$ cat src/rtl/adc_seq_pkg.sv
package adc_seq_pkg;

    typedef enum logic [1:0] {
        PH_IDLE    = 2'd0,
        PH_SAMPLE  = 2'd1,
        PH_CONVERT = 2'd2
    } phase_e;

    // Extra converter-clock cycles added to the base sample phase, per code
    localparam int unsigned LS_EXTRA0 = 20;
    localparam int unsigned LS_EXTRA1 = 12;
    localparam int unsigned LS_EXTRA2 = 6;
    localparam int unsigned LS_EXTRA3 = 2;
    localparam int unsigned LS_EXTRA_MAX = LS_EXTRA0;

endpackage

$ cat src/rtl/adc_seq_tickgen.sv
// Converter-clock enable: one-cycle tick every 2**div_code module clocks
module adc_seq_tickgen #(
    parameter int unsigned DIV_CODE_W = 2,
    parameter int unsigned CNT_W      = 3
) (
    input  logic                  clk,
    input  logic                  rst_n,
    input  logic                  restart,
    input  logic [DIV_CODE_W-1:0] div_code,
    output logic                  tick
);
    logic [CNT_W-1:0] cnt_d, cnt_q;
    logic [CNT_W-1:0] lim;

    always_comb begin
        lim   = CNT_W'((1 << div_code) - 1);
        tick  = (cnt_q == lim);
        cnt_d = (restart || tick) ? '0 : cnt_q + 1'b1;
    end

    always_ff @(posedge clk or negedge rst_n) begin
        if (!rst_n) cnt_q <= '0;
        else        cnt_q <= cnt_d;
    end
endmodule

$ cat src/rtl/adc_seq_samplen.sv
// Decodes the long-sample code into a total sample length in converter cycles
module adc_seq_samplen
    import adc_seq_pkg::*;
#(
    parameter int unsigned LS_CODE_W   = 3,
    parameter int unsigned BASE_SAMPLE = 4,
    parameter int unsigned LEN_W       = 5
) (
    input  logic [LS_CODE_W-1:0] ls_code,
    output logic [LEN_W-1:0]     len
);
    always_comb begin
        case (ls_code)
            LS_CODE_W'(0): len = LEN_W'(BASE_SAMPLE + LS_EXTRA0);
            LS_CODE_W'(1): len = LEN_W'(BASE_SAMPLE + LS_EXTRA1);
            LS_CODE_W'(2): len = LEN_W'(BASE_SAMPLE + LS_EXTRA2);
            LS_CODE_W'(3): len = LEN_W'(BASE_SAMPLE + LS_EXTRA3);
            default:       len = LEN_W'(BASE_SAMPLE);
        endcase
    end
endmodule

$ cat src/rtl/adc_conv_sequencer.sv
module adc_conv_sequencer
    import adc_seq_pkg::*;
#(
    parameter int unsigned DIV_CODE_W  = 2,
    parameter int unsigned LS_CODE_W   = 3,
    parameter int unsigned BASE_SAMPLE = 4,
    parameter int unsigned CONV_CYCLES = 20
) (
    input  logic                  clk,
    input  logic                  rst_n,
    input  logic                  start_i,
    input  logic                  abort_i,
    input  logic                  clear_i,
    input  logic [DIV_CODE_W-1:0] div_code_i,
    input  logic [LS_CODE_W-1:0]  ls_code_i,
    input  logic                  cont_en_i,
    output logic                  sample_o,
    output logic                  convert_o,
    output logic                  busy_o,
    output logic                  done_o
);
    localparam int unsigned MAX_RATIO = 1 << ((1 << DIV_CODE_W) - 1);
    localparam int unsigned DIVCNT_W  = (MAX_RATIO > 1) ? $clog2(MAX_RATIO) : 1;
    localparam int unsigned MAX_SAMP  = BASE_SAMPLE + LS_EXTRA_MAX;
    localparam int unsigned PH_MAX    = (MAX_SAMP > CONV_CYCLES) ? MAX_SAMP : CONV_CYCLES;
    localparam int unsigned PHCNT_W   = $clog2(PH_MAX + 1);

    typedef struct packed {
        phase_e                ph;
        logic [PHCNT_W-1:0]    cnt;
        logic [DIV_CODE_W-1:0] div;
        logic [PHCNT_W-1:0]    slen;
        logic                  done;
    } seq_t;

    seq_t               cur_q, nxt_d;
    logic               tick;
    logic [PHCNT_W-1:0] dec_len;

    adc_seq_tickgen #(
        .DIV_CODE_W(DIV_CODE_W),
        .CNT_W     (DIVCNT_W)
    ) u_tick (
        .clk     (clk),
        .rst_n   (rst_n),
        .restart (cur_q.ph == PH_IDLE),
        .div_code(cur_q.div),
        .tick    (tick)
    );

    adc_seq_samplen #(
        .LS_CODE_W  (LS_CODE_W),
        .BASE_SAMPLE(BASE_SAMPLE),
        .LEN_W      (PHCNT_W)
    ) u_slen (
        .ls_code(ls_code_i),
        .len    (dec_len)
    );

    always_comb begin
        nxt_d      = cur_q;
        nxt_d.done = cur_q.done & ~clear_i;
        if (abort_i && cur_q.ph != PH_IDLE) begin
            nxt_d.ph  = PH_IDLE;
            nxt_d.cnt = '0;
        end else begin
            case (cur_q.ph)
                PH_IDLE: begin
                    if (start_i && !abort_i) begin
                        nxt_d.ph   = PH_SAMPLE;
                        nxt_d.cnt  = '0;
                        nxt_d.div  = div_code_i;
                        nxt_d.slen = dec_len;
                        nxt_d.done = 1'b0;
                    end
                end
                PH_SAMPLE: begin
                    if (tick) begin
                        if (cur_q.cnt == cur_q.slen - 1'b1) begin
                            nxt_d.ph  = PH_CONVERT;
                            nxt_d.cnt = '0;
                        end else begin
                            nxt_d.cnt = cur_q.cnt + 1'b1;
                        end
                    end
                end
                PH_CONVERT: begin
                    if (tick) begin
                        if (cur_q.cnt == PHCNT_W'(CONV_CYCLES - 1)) begin
                            nxt_d.done = 1'b1;
                            nxt_d.cnt  = '0;
                            if (cont_en_i) begin
                                nxt_d.ph   = PH_SAMPLE;
                                nxt_d.div  = div_code_i;
                                nxt_d.slen = dec_len;
                            end else begin
                                nxt_d.ph = PH_IDLE;
                            end
                        end else begin
                            nxt_d.cnt = cur_q.cnt + 1'b1;
                        end
                    end
                end
                default: nxt_d.ph = PH_IDLE;
            endcase
        end
    end

    always_ff @(posedge clk or negedge rst_n) begin
        if (!rst_n) begin
            cur_q.ph   <= PH_IDLE;
            cur_q.cnt  <= '0;
            cur_q.div  <= '0;
            cur_q.slen <= '0;
            cur_q.done <= 1'b0;
        end else begin
            cur_q <= nxt_d;
        end
    end

    assign sample_o  = (cur_q.ph == PH_SAMPLE);
    assign convert_o = (cur_q.ph == PH_CONVERT);
    assign busy_o    = (cur_q.ph != PH_IDLE);
    assign done_o    = cur_q.done;
endmodule

$ cat config.mk
export PLATFORM = sky130hd
export DESIGN_NAME = adc_conv_sequencer
export DESIGN_NICKNAME = d
export VERILOG_FILES = /design/src/rtl/adc_seq_pkg.sv /design/src/rtl/adc_seq_tickgen.sv /design/src/rtl/adc_seq_samplen.sv /design/src/rtl/adc_conv_sequencer.sv
export SDC_FILE = /design/constraint.sdc
export NUM_CORES = 1
export LEC_CHECK = 0
export BUFFER_PORTS_ARGS = -buffer_cell sky130_fd_sc_hd__buf_2
export CORE_ASPECT_RATIO = 1.2
export CORE_UTILIZATION = 56
export DETAILED_ROUTE_END_ITERATION = 8
export PLACE_DENSITY = 0.9
export SLEW_MARGIN = 15
export SYNTH_ARGS = -nofsm -noshare
export SYNTH_HDL_FRONTEND = slang
export SYNTH_SLANG_ARGS = --single-unit
export TNS_END_PERCENT = 30
$ cat constraint.sdc
create_clock -name clk -period 2.41 [get_ports clk]
set_input_delay 0.1205 -clock clk [delete_from_list [all_inputs] [get_ports clk]]
set_output_delay 0.1205 -clock clk [all_outputs]
set_load 0.01 [all_outputs]
Word level (Yosys, flattened, before mapping)
Index checks and enable logic that the tools add are counted.
- output and inout bits: 4
- input port bits: 11
- bits in registers: 18
- word-level logic and storage cells: 60
- multiplexer cells: 17
- eq/ne operators: 17
- bitwise operators: 3
- shift operators: 1
- reductions and logical operators: 12
- add/sub/neg operators: 4
- operator list (cell ; count):
    15-bit 2-to-1 mux ; 2
    7-bit 2-to-1 mux ; 3
    5-bit one-hot mux with 4 select lines ; 1
    8-bit one-hot mux with 2 select lines ; 1
    5-bit one-hot mux with 3 select lines ; 1
    3-bit by 1-bit inequality test with 1-bit output (second input constant) ; 4
    5-bit 2-to-1 mux ; 2
    8-bit 2-to-1 mux ; 1
    3-bit by 2-bit equality test with 1-bit output (second input constant) ; 2
    2-bit one-hot mux with 3 select lines ; 1
    6-bit AND reduction ; 1
    5-bit by 1-bit adder with 5-bit output (second input constant) ; 1
    5-bit equality test ; 1
    5-bit equality test (second input constant) ; 1
    5-bit AND reduction ; 1
    5-bit by 1-bit subtractor with 5-bit output (second input constant) ; 1
    2-bit 2-to-1 mux ; 2
    2-bit by 1-bit inequality test with 1-bit output (second input constant) ; 2
    2-bit inequality test (second input constant) ; 2
    4-bit AND reduction ; 1
    2-bit nonzero test ; 2
    4-bit nonzero test ; 1
    3-bit by 1-bit adder with 3-bit output (second input constant) ; 1
    3-bit by 1-bit equality test with 1-bit output (second input constant) ; 1
    other kinds (15) ; 18

Logic depth before layout (Yosys ltp)
- word-level depth: 7
- gate-level depth with buffers: 8
- mapped depth without buffers: 8

By module
Synthesis repeated with hierarchy kept, for this count alone.
- cell total of the unflattened synthesis: 143
- area, all modules: 1291.2 um^2
- modules (own cells, without submodules) (module ; area each (um^2) ; cells each ; seq. area each (um^2) ; times used):
    adc_conv_sequencer ; 1078.5 ; 120 ; 375.4 ; 1
    adc_seq_tickgen ; 180.2 ; 17 ; 75.1 ; 1
    adc_seq_samplen ; 32.5 ; 6 ; 0.0 ; 1

Least setup slack after synthesis
OpenSTA, ideal clock, no wires.
- path type: register -> register
- start: register u_tick.cnt_q[2]
- end: register cur_q[13] in the netlist's numbering
- period minus slack after synthesis: 2.172 ns
- cell stages (with the launch flop): 8
- library setup time: 0.125 ns
- required time: 2.285 ns
- setup slack: 0.238 ns
- buffers on the path: 1
- arrival: 2.048 ns
- cells stage by stage: dfrtp_1 > or4b_1 > nand4_2 > and2_2 > clkbuf_1 > o2bb2ai_1 > a32o_1 > mux2_2
- cells in the longest elaborated chain, start to end: 3
- elaborated cells on any way between the ends: 4
- classes of those cells: eq/ne: 3; reduce/logical: 1
- ends and longest elaborated chain (what ; RTL line ; text):
    from (decl) ; adc_seq_tickgen.sv:12 ; logic [CNT_W-1:0] cnt_d, cnt_q;
    from (signal assigned) ; adc_seq_tickgen.sv:23 ; else cnt_q <= cnt_d;
    3-bit equality test * ; adc_seq_tickgen.sv:17 ; tick = (cnt_q == lim);
    3-bit by 1-bit inequality test with 1-bit output (no source line) ; -- ;
    5-bit AND reduction (no source line) * ; -- ;
    to (signal assigned) ; adc_conv_sequencer.sv:117 ; cur_q <= nxt_d;
    to (decl) ; adc_conv_sequencer.sv:36 ; seq_t cur_q, nxt_d;
Mark *: on every way between the ends. The rest lies on a longest branch, timed or not.
A chain may end at the register's enable or synchronous reset.

Final worst setup path
Same ends and word-level chain as after synthesis.

==> impl_metrics.sql <==
INSERT INTO impl_metrics (metric_group, metric, value, unit) VALUES
('outcome', 'status', 'complete, no violations', ''),
('drt', 'route.final.wire_length', '2.19', 'mm'),
('clock_tree', 'cts_made_buffers', '3', ''),
('timing', 'setup_repair_after_global_routing_missed_its_margin', 'false', ''),
('worst_setup_path', 'worstReg2RegEnd', 'cur_q[13]', ''),
('clock_tree', 'max-clock-path-buffers', '2', ''),
('grt', 'gr-total-overflow', '0', ''),
('clock_tree', 'cts_resized', '0', ''),
('yosys', 'synth_top_area_share', '38.1', '%'),
('job', 'cap_viol_max_count', '0', ''),
('finish', 'layout.cells.most_common', 'sky130_fd_sc_hd__dfrtp_1', ''),
('grt', 'grt_max_degree', '18', ''),
('yosys', 'asyncSetResetFlopFracSynth', '100', '%'),
('clock_tree', 'library_cell_used_as_clock_root_buffer', 'sky130_fd_sc_hd__clkbuf_4', ''),
('placed_design', 'placed_area', '1200', 'µm²'),
('yosys', 'netlist_area', '1120', 'µm²'),
('yosys', 'synth_seq_cells', '17', ''),
('power', 'ir_drop', '0.446', 'mV'),
('worst_setup_path', 'path_class', 'reg2reg', ''),
('drt', 'detail_route.wl_per_cell', '13.8', 'µm'),
('finish', 'post_route_cells_drive_above_1_share', '17.9', '%'),
('timing', 'timing.final.crit_period', '2.15', 'ns'),
('timing', 'setup_total_negative_slack', '0', 'ns'),
('drt', 'via_cell_ratio', '6.25', ''),
('worst_setup_path', 'reg2reg_setup_slack', '0.26', 'ns'),
('clock_tree', 'clkSlewWorstSetupHoldPaths', '0.09', 'ns'),
('timing', 'achievable-frequency', '466', 'MHz'),
('timing', 'max_slew.worst_pin.slew', '0.383', 'ns'),
('drt', 'dr.pass1.iters', '4', ''),
('die', 'floorplan.die_area', '2180', 'µm²'),
('yosys', 'netlist_top_cells_area', 'sky130_fd_sc_hd__dfrtp_1 (38%), sky130_fd_sc_hd__ha_1 (7.8%), sky130_fd_sc_hd__nand2_1 (5.0%)', ''),
('die', 'die_height', '50.9', 'µm'),
('worst_setup_path', 'worst_setup_path_start_kind', 'flip-flop', ''),
('die', 'design.core.area', '1850', 'µm²'),
('finish', 'antenna-diode-count', '0', ''),
('timing', 'final.setup_skew', '0.00143', 'ns'),
('clock_tree', 'tritoncts_num_sinks', '17', ''),
('yosys', 'post_synth_inst_count', '122', ''),
('yosys', 'ys_dominant_reg_cell', 'sky130_fd_sc_hd__dfrtp_1', ''),
('yosys', 'syn-mean-instance-area', '9.15', 'µm²'),
('die', 'floorplan.initialDensity', '60.3', '%'),
('worst_setup_path', 'worst_r2r_path_depth', '6', ''),
('die', 'num_io_pins', '15', ''),
('drt', 'initialDrtViolationCount', '31', ''),
('timing', 'final_min_period_over_clock_period', '89.1', '%'),
('finish', 'final_cell_mix', 'sky130_fd_sc_hd__dfrtp_1 (17), sky130_fd_sc_hd__nand2_1 (15), sky130_fd_sc_hd__buf_2 (14), sky130_fd_sc_hd__inv_1 (11)', ''),
('power', 'power_density', '708', 'nW/µm²'),
('clock_tree', 'clk-insertion-delay-late', '0.29', 'ns'),
('worst_hold_path', 'worst_hold_path_type', 'in2reg', ''),
('drt', 'drcViolationCount', '0', ''),
('clock_tree', 'cts.repair_timing.setup_buffer_count', '0', ''),
('yosys', 'ys_types', '39', ''),
('yosys', 'yosysWarningCount', '0', ''),
('worst_setup_path', 'critical_path.max_fanout', '7', ''),
('finish', 'area_growth_syn_to_layout', '11.0', '%'),
('grt', 'global_route_wire_length_before_repair', '3.78', 'mm'),
('worst_setup_path', 'critical_path_sink_type', 'flip-flop', ''),
('clock_tree', 'cts_htree_levels', '1', ''),
('timing', 'slew_headroom', '74.5', '%'),
('timing', 'report.final.setup_viol', '0', ''),
('grt', 'antenna_found_initial', '0', ''),
('power', 'static-leakage-power', '0.566', 'nW'),
('worst_setup_path', 'rr_startpoint', 'u_tick.cnt_q[2]', ''),
('clock_tree', 'cts_tree', 'done', ''),
('finish', 'fillCellCount', '151', ''),
('die', 'fp-row-count', '17', ''),
('finish', 'num-nets-final', '159', ''),
('yosys', 'synth-seq-area-share', '38.1', '%'),
('die', 'chipWidth', '42.8', 'µm'),
('yosys', 'net_count_synth', '140', ''),
('placed_design', 'detailedPlacementHpwl', '1.69', 'mm');
-- metal layers --
layer / GRT usage [%] / wire length, µm / vias up
li1: - / - / 483
met1: 26.1 / 925 / 467
met2: 41.7 / 1100 / 40
met3: 3.18 / 132 / 4
met4: 10.9 / 36 / 0
met5: 0 / 0 / -
-- worst max-delay path by stage --
stage | startpoint | end | slack (ns) | cells past startpoint
after global placement | u_tick.cnt_q[2] | cur_q[13] | 0.34 | 6
after floorplan | u_tick.cnt_q[2] | cur_q[13] | 0.24 | 7
final | u_tick.cnt_q[2] | cur_q[13] | 0.26 | 6
after CTS | u_tick.cnt_q[2] | cur_q[4] | 0.26 | 6
after global routing | cur_q[2] | cur_q[11] | 0.14 | 8
after detailed placement | u_tick.cnt_q[2] | cur_q[13] | 0.27 | 6
-- power breakdown --
group / switching, mW / internal [mW] / total [mW]
Combinational: 0.228 / 0.148 / 0.376
Clock: 0.0863 / 0.0644 / 0.151
Sequential: 0.0346 / 0.316 / 0.350
-- worst max-delay path, cell delays in order (launching register included) --
cell and delay (ns):
sky130_fd_sc_hd__dfrtp_1 0.43, sky130_fd_sc_hd__or4b_1 0.54, sky130_fd_sc_hd__nand4_2 0.15, sky130_fd_sc_hd__and2_2 0.23, sky130_fd_sc_hd__o2bb2ai_1 0.15, sky130_fd_sc_hd__a32o_1 0.20, sky130_fd_sc_hd__mux2_2 0.33
-- synthesized netlist by cell type (2+ instances only) --
cell,number
sky130_fd_sc_hd__nor4_1,3
sky130_fd_sc_hd__a21oi_1,6
sky130_fd_sc_hd__nand2_1,15
sky130_fd_sc_hd__xor2_1,2
sky130_fd_sc_hd__nand3_1,3
sky130_fd_sc_hd__a21o_1,3
sky130_fd_sc_hd__nor2_1,3
sky130_fd_sc_hd__a211o_1,3
sky130_fd_sc_hd__nand4_1,3
sky130_fd_sc_hd__nor3_1,4
sky130_fd_sc_hd__o21ai_0,7
sky130_fd_sc_hd__a31oi_1,3
sky130_fd_sc_hd__inv_1,11
sky130_fd_sc_hd__dfrtp_1,17
sky130_fd_sc_hd__nand2b_1,2
sky130_fd_sc_hd__ha_1,7
sky130_fd_sc_hd__o2bb2ai_1,2
sky130_fd_sc_hd__xnor2_1,5
sky130_fd_sc_hd__o31ai_1,2
sky130_fd_sc_hd__o21ai_1,2
-- registers in the layout, indices dropped and copies added, names as in the netlist --
register	flops
done_o	1
u_tick.cnt_q	3
cur_q	13
-- cells by family (layout without fill, tap and decap cells) --
logic type | count (synthesis) | in the layout | synth area share [%]
simple gates | 43 | 43 | 22.1
compound gates | 34 | 34 | 20.4
flops | 17 | 17 | 38.1
buf+inv | 13 | 31 | 5.04
fa+ha+maj | 7 | 7 | 7.85
xor+xnor | 7 | 7 | 5.49
mux | 1 | 1 | 1.01
-- area by class of cell --
type | instances | area [µm²] | area share, %
inverter | 11 | 41.3 | 3.33
timing repair buffer | 16 | 87.6 | 7.07
tap | 19 | 23.8 | 1.92
clock buffer | 4 | 26.3 | 2.12
multi-input combinational | 92 | 634 | 51.2
sequential | 17 | 425 | 34.3
-- through the flow --
stage	setup WS, ns	total power [mW]	instances	hold slack, ns	utilization [%]
2_1_floorplan	0.238	0.635	122	-0.175	-
3_3_place_gp	0.339	0.707	154	0.0545	65.0
3_5_place_dp	0.272	0.727	154	0.0654	65.0
4_1_cts	0.257	0.883	159	0.00772	66.9
5_1_grt	0.145	0.939	159	0.0190	66.9
6_report	0.262	0.877	159	0.0143	66.9
-- repair_timing --
item | CTS | global route
endpoints found under the setup margin | 0 | 0
endpoints found under the hold margin | 17 | 0
hold buffers | 1 | 0
Note: power is estimated with default switching activity, not from simulation.
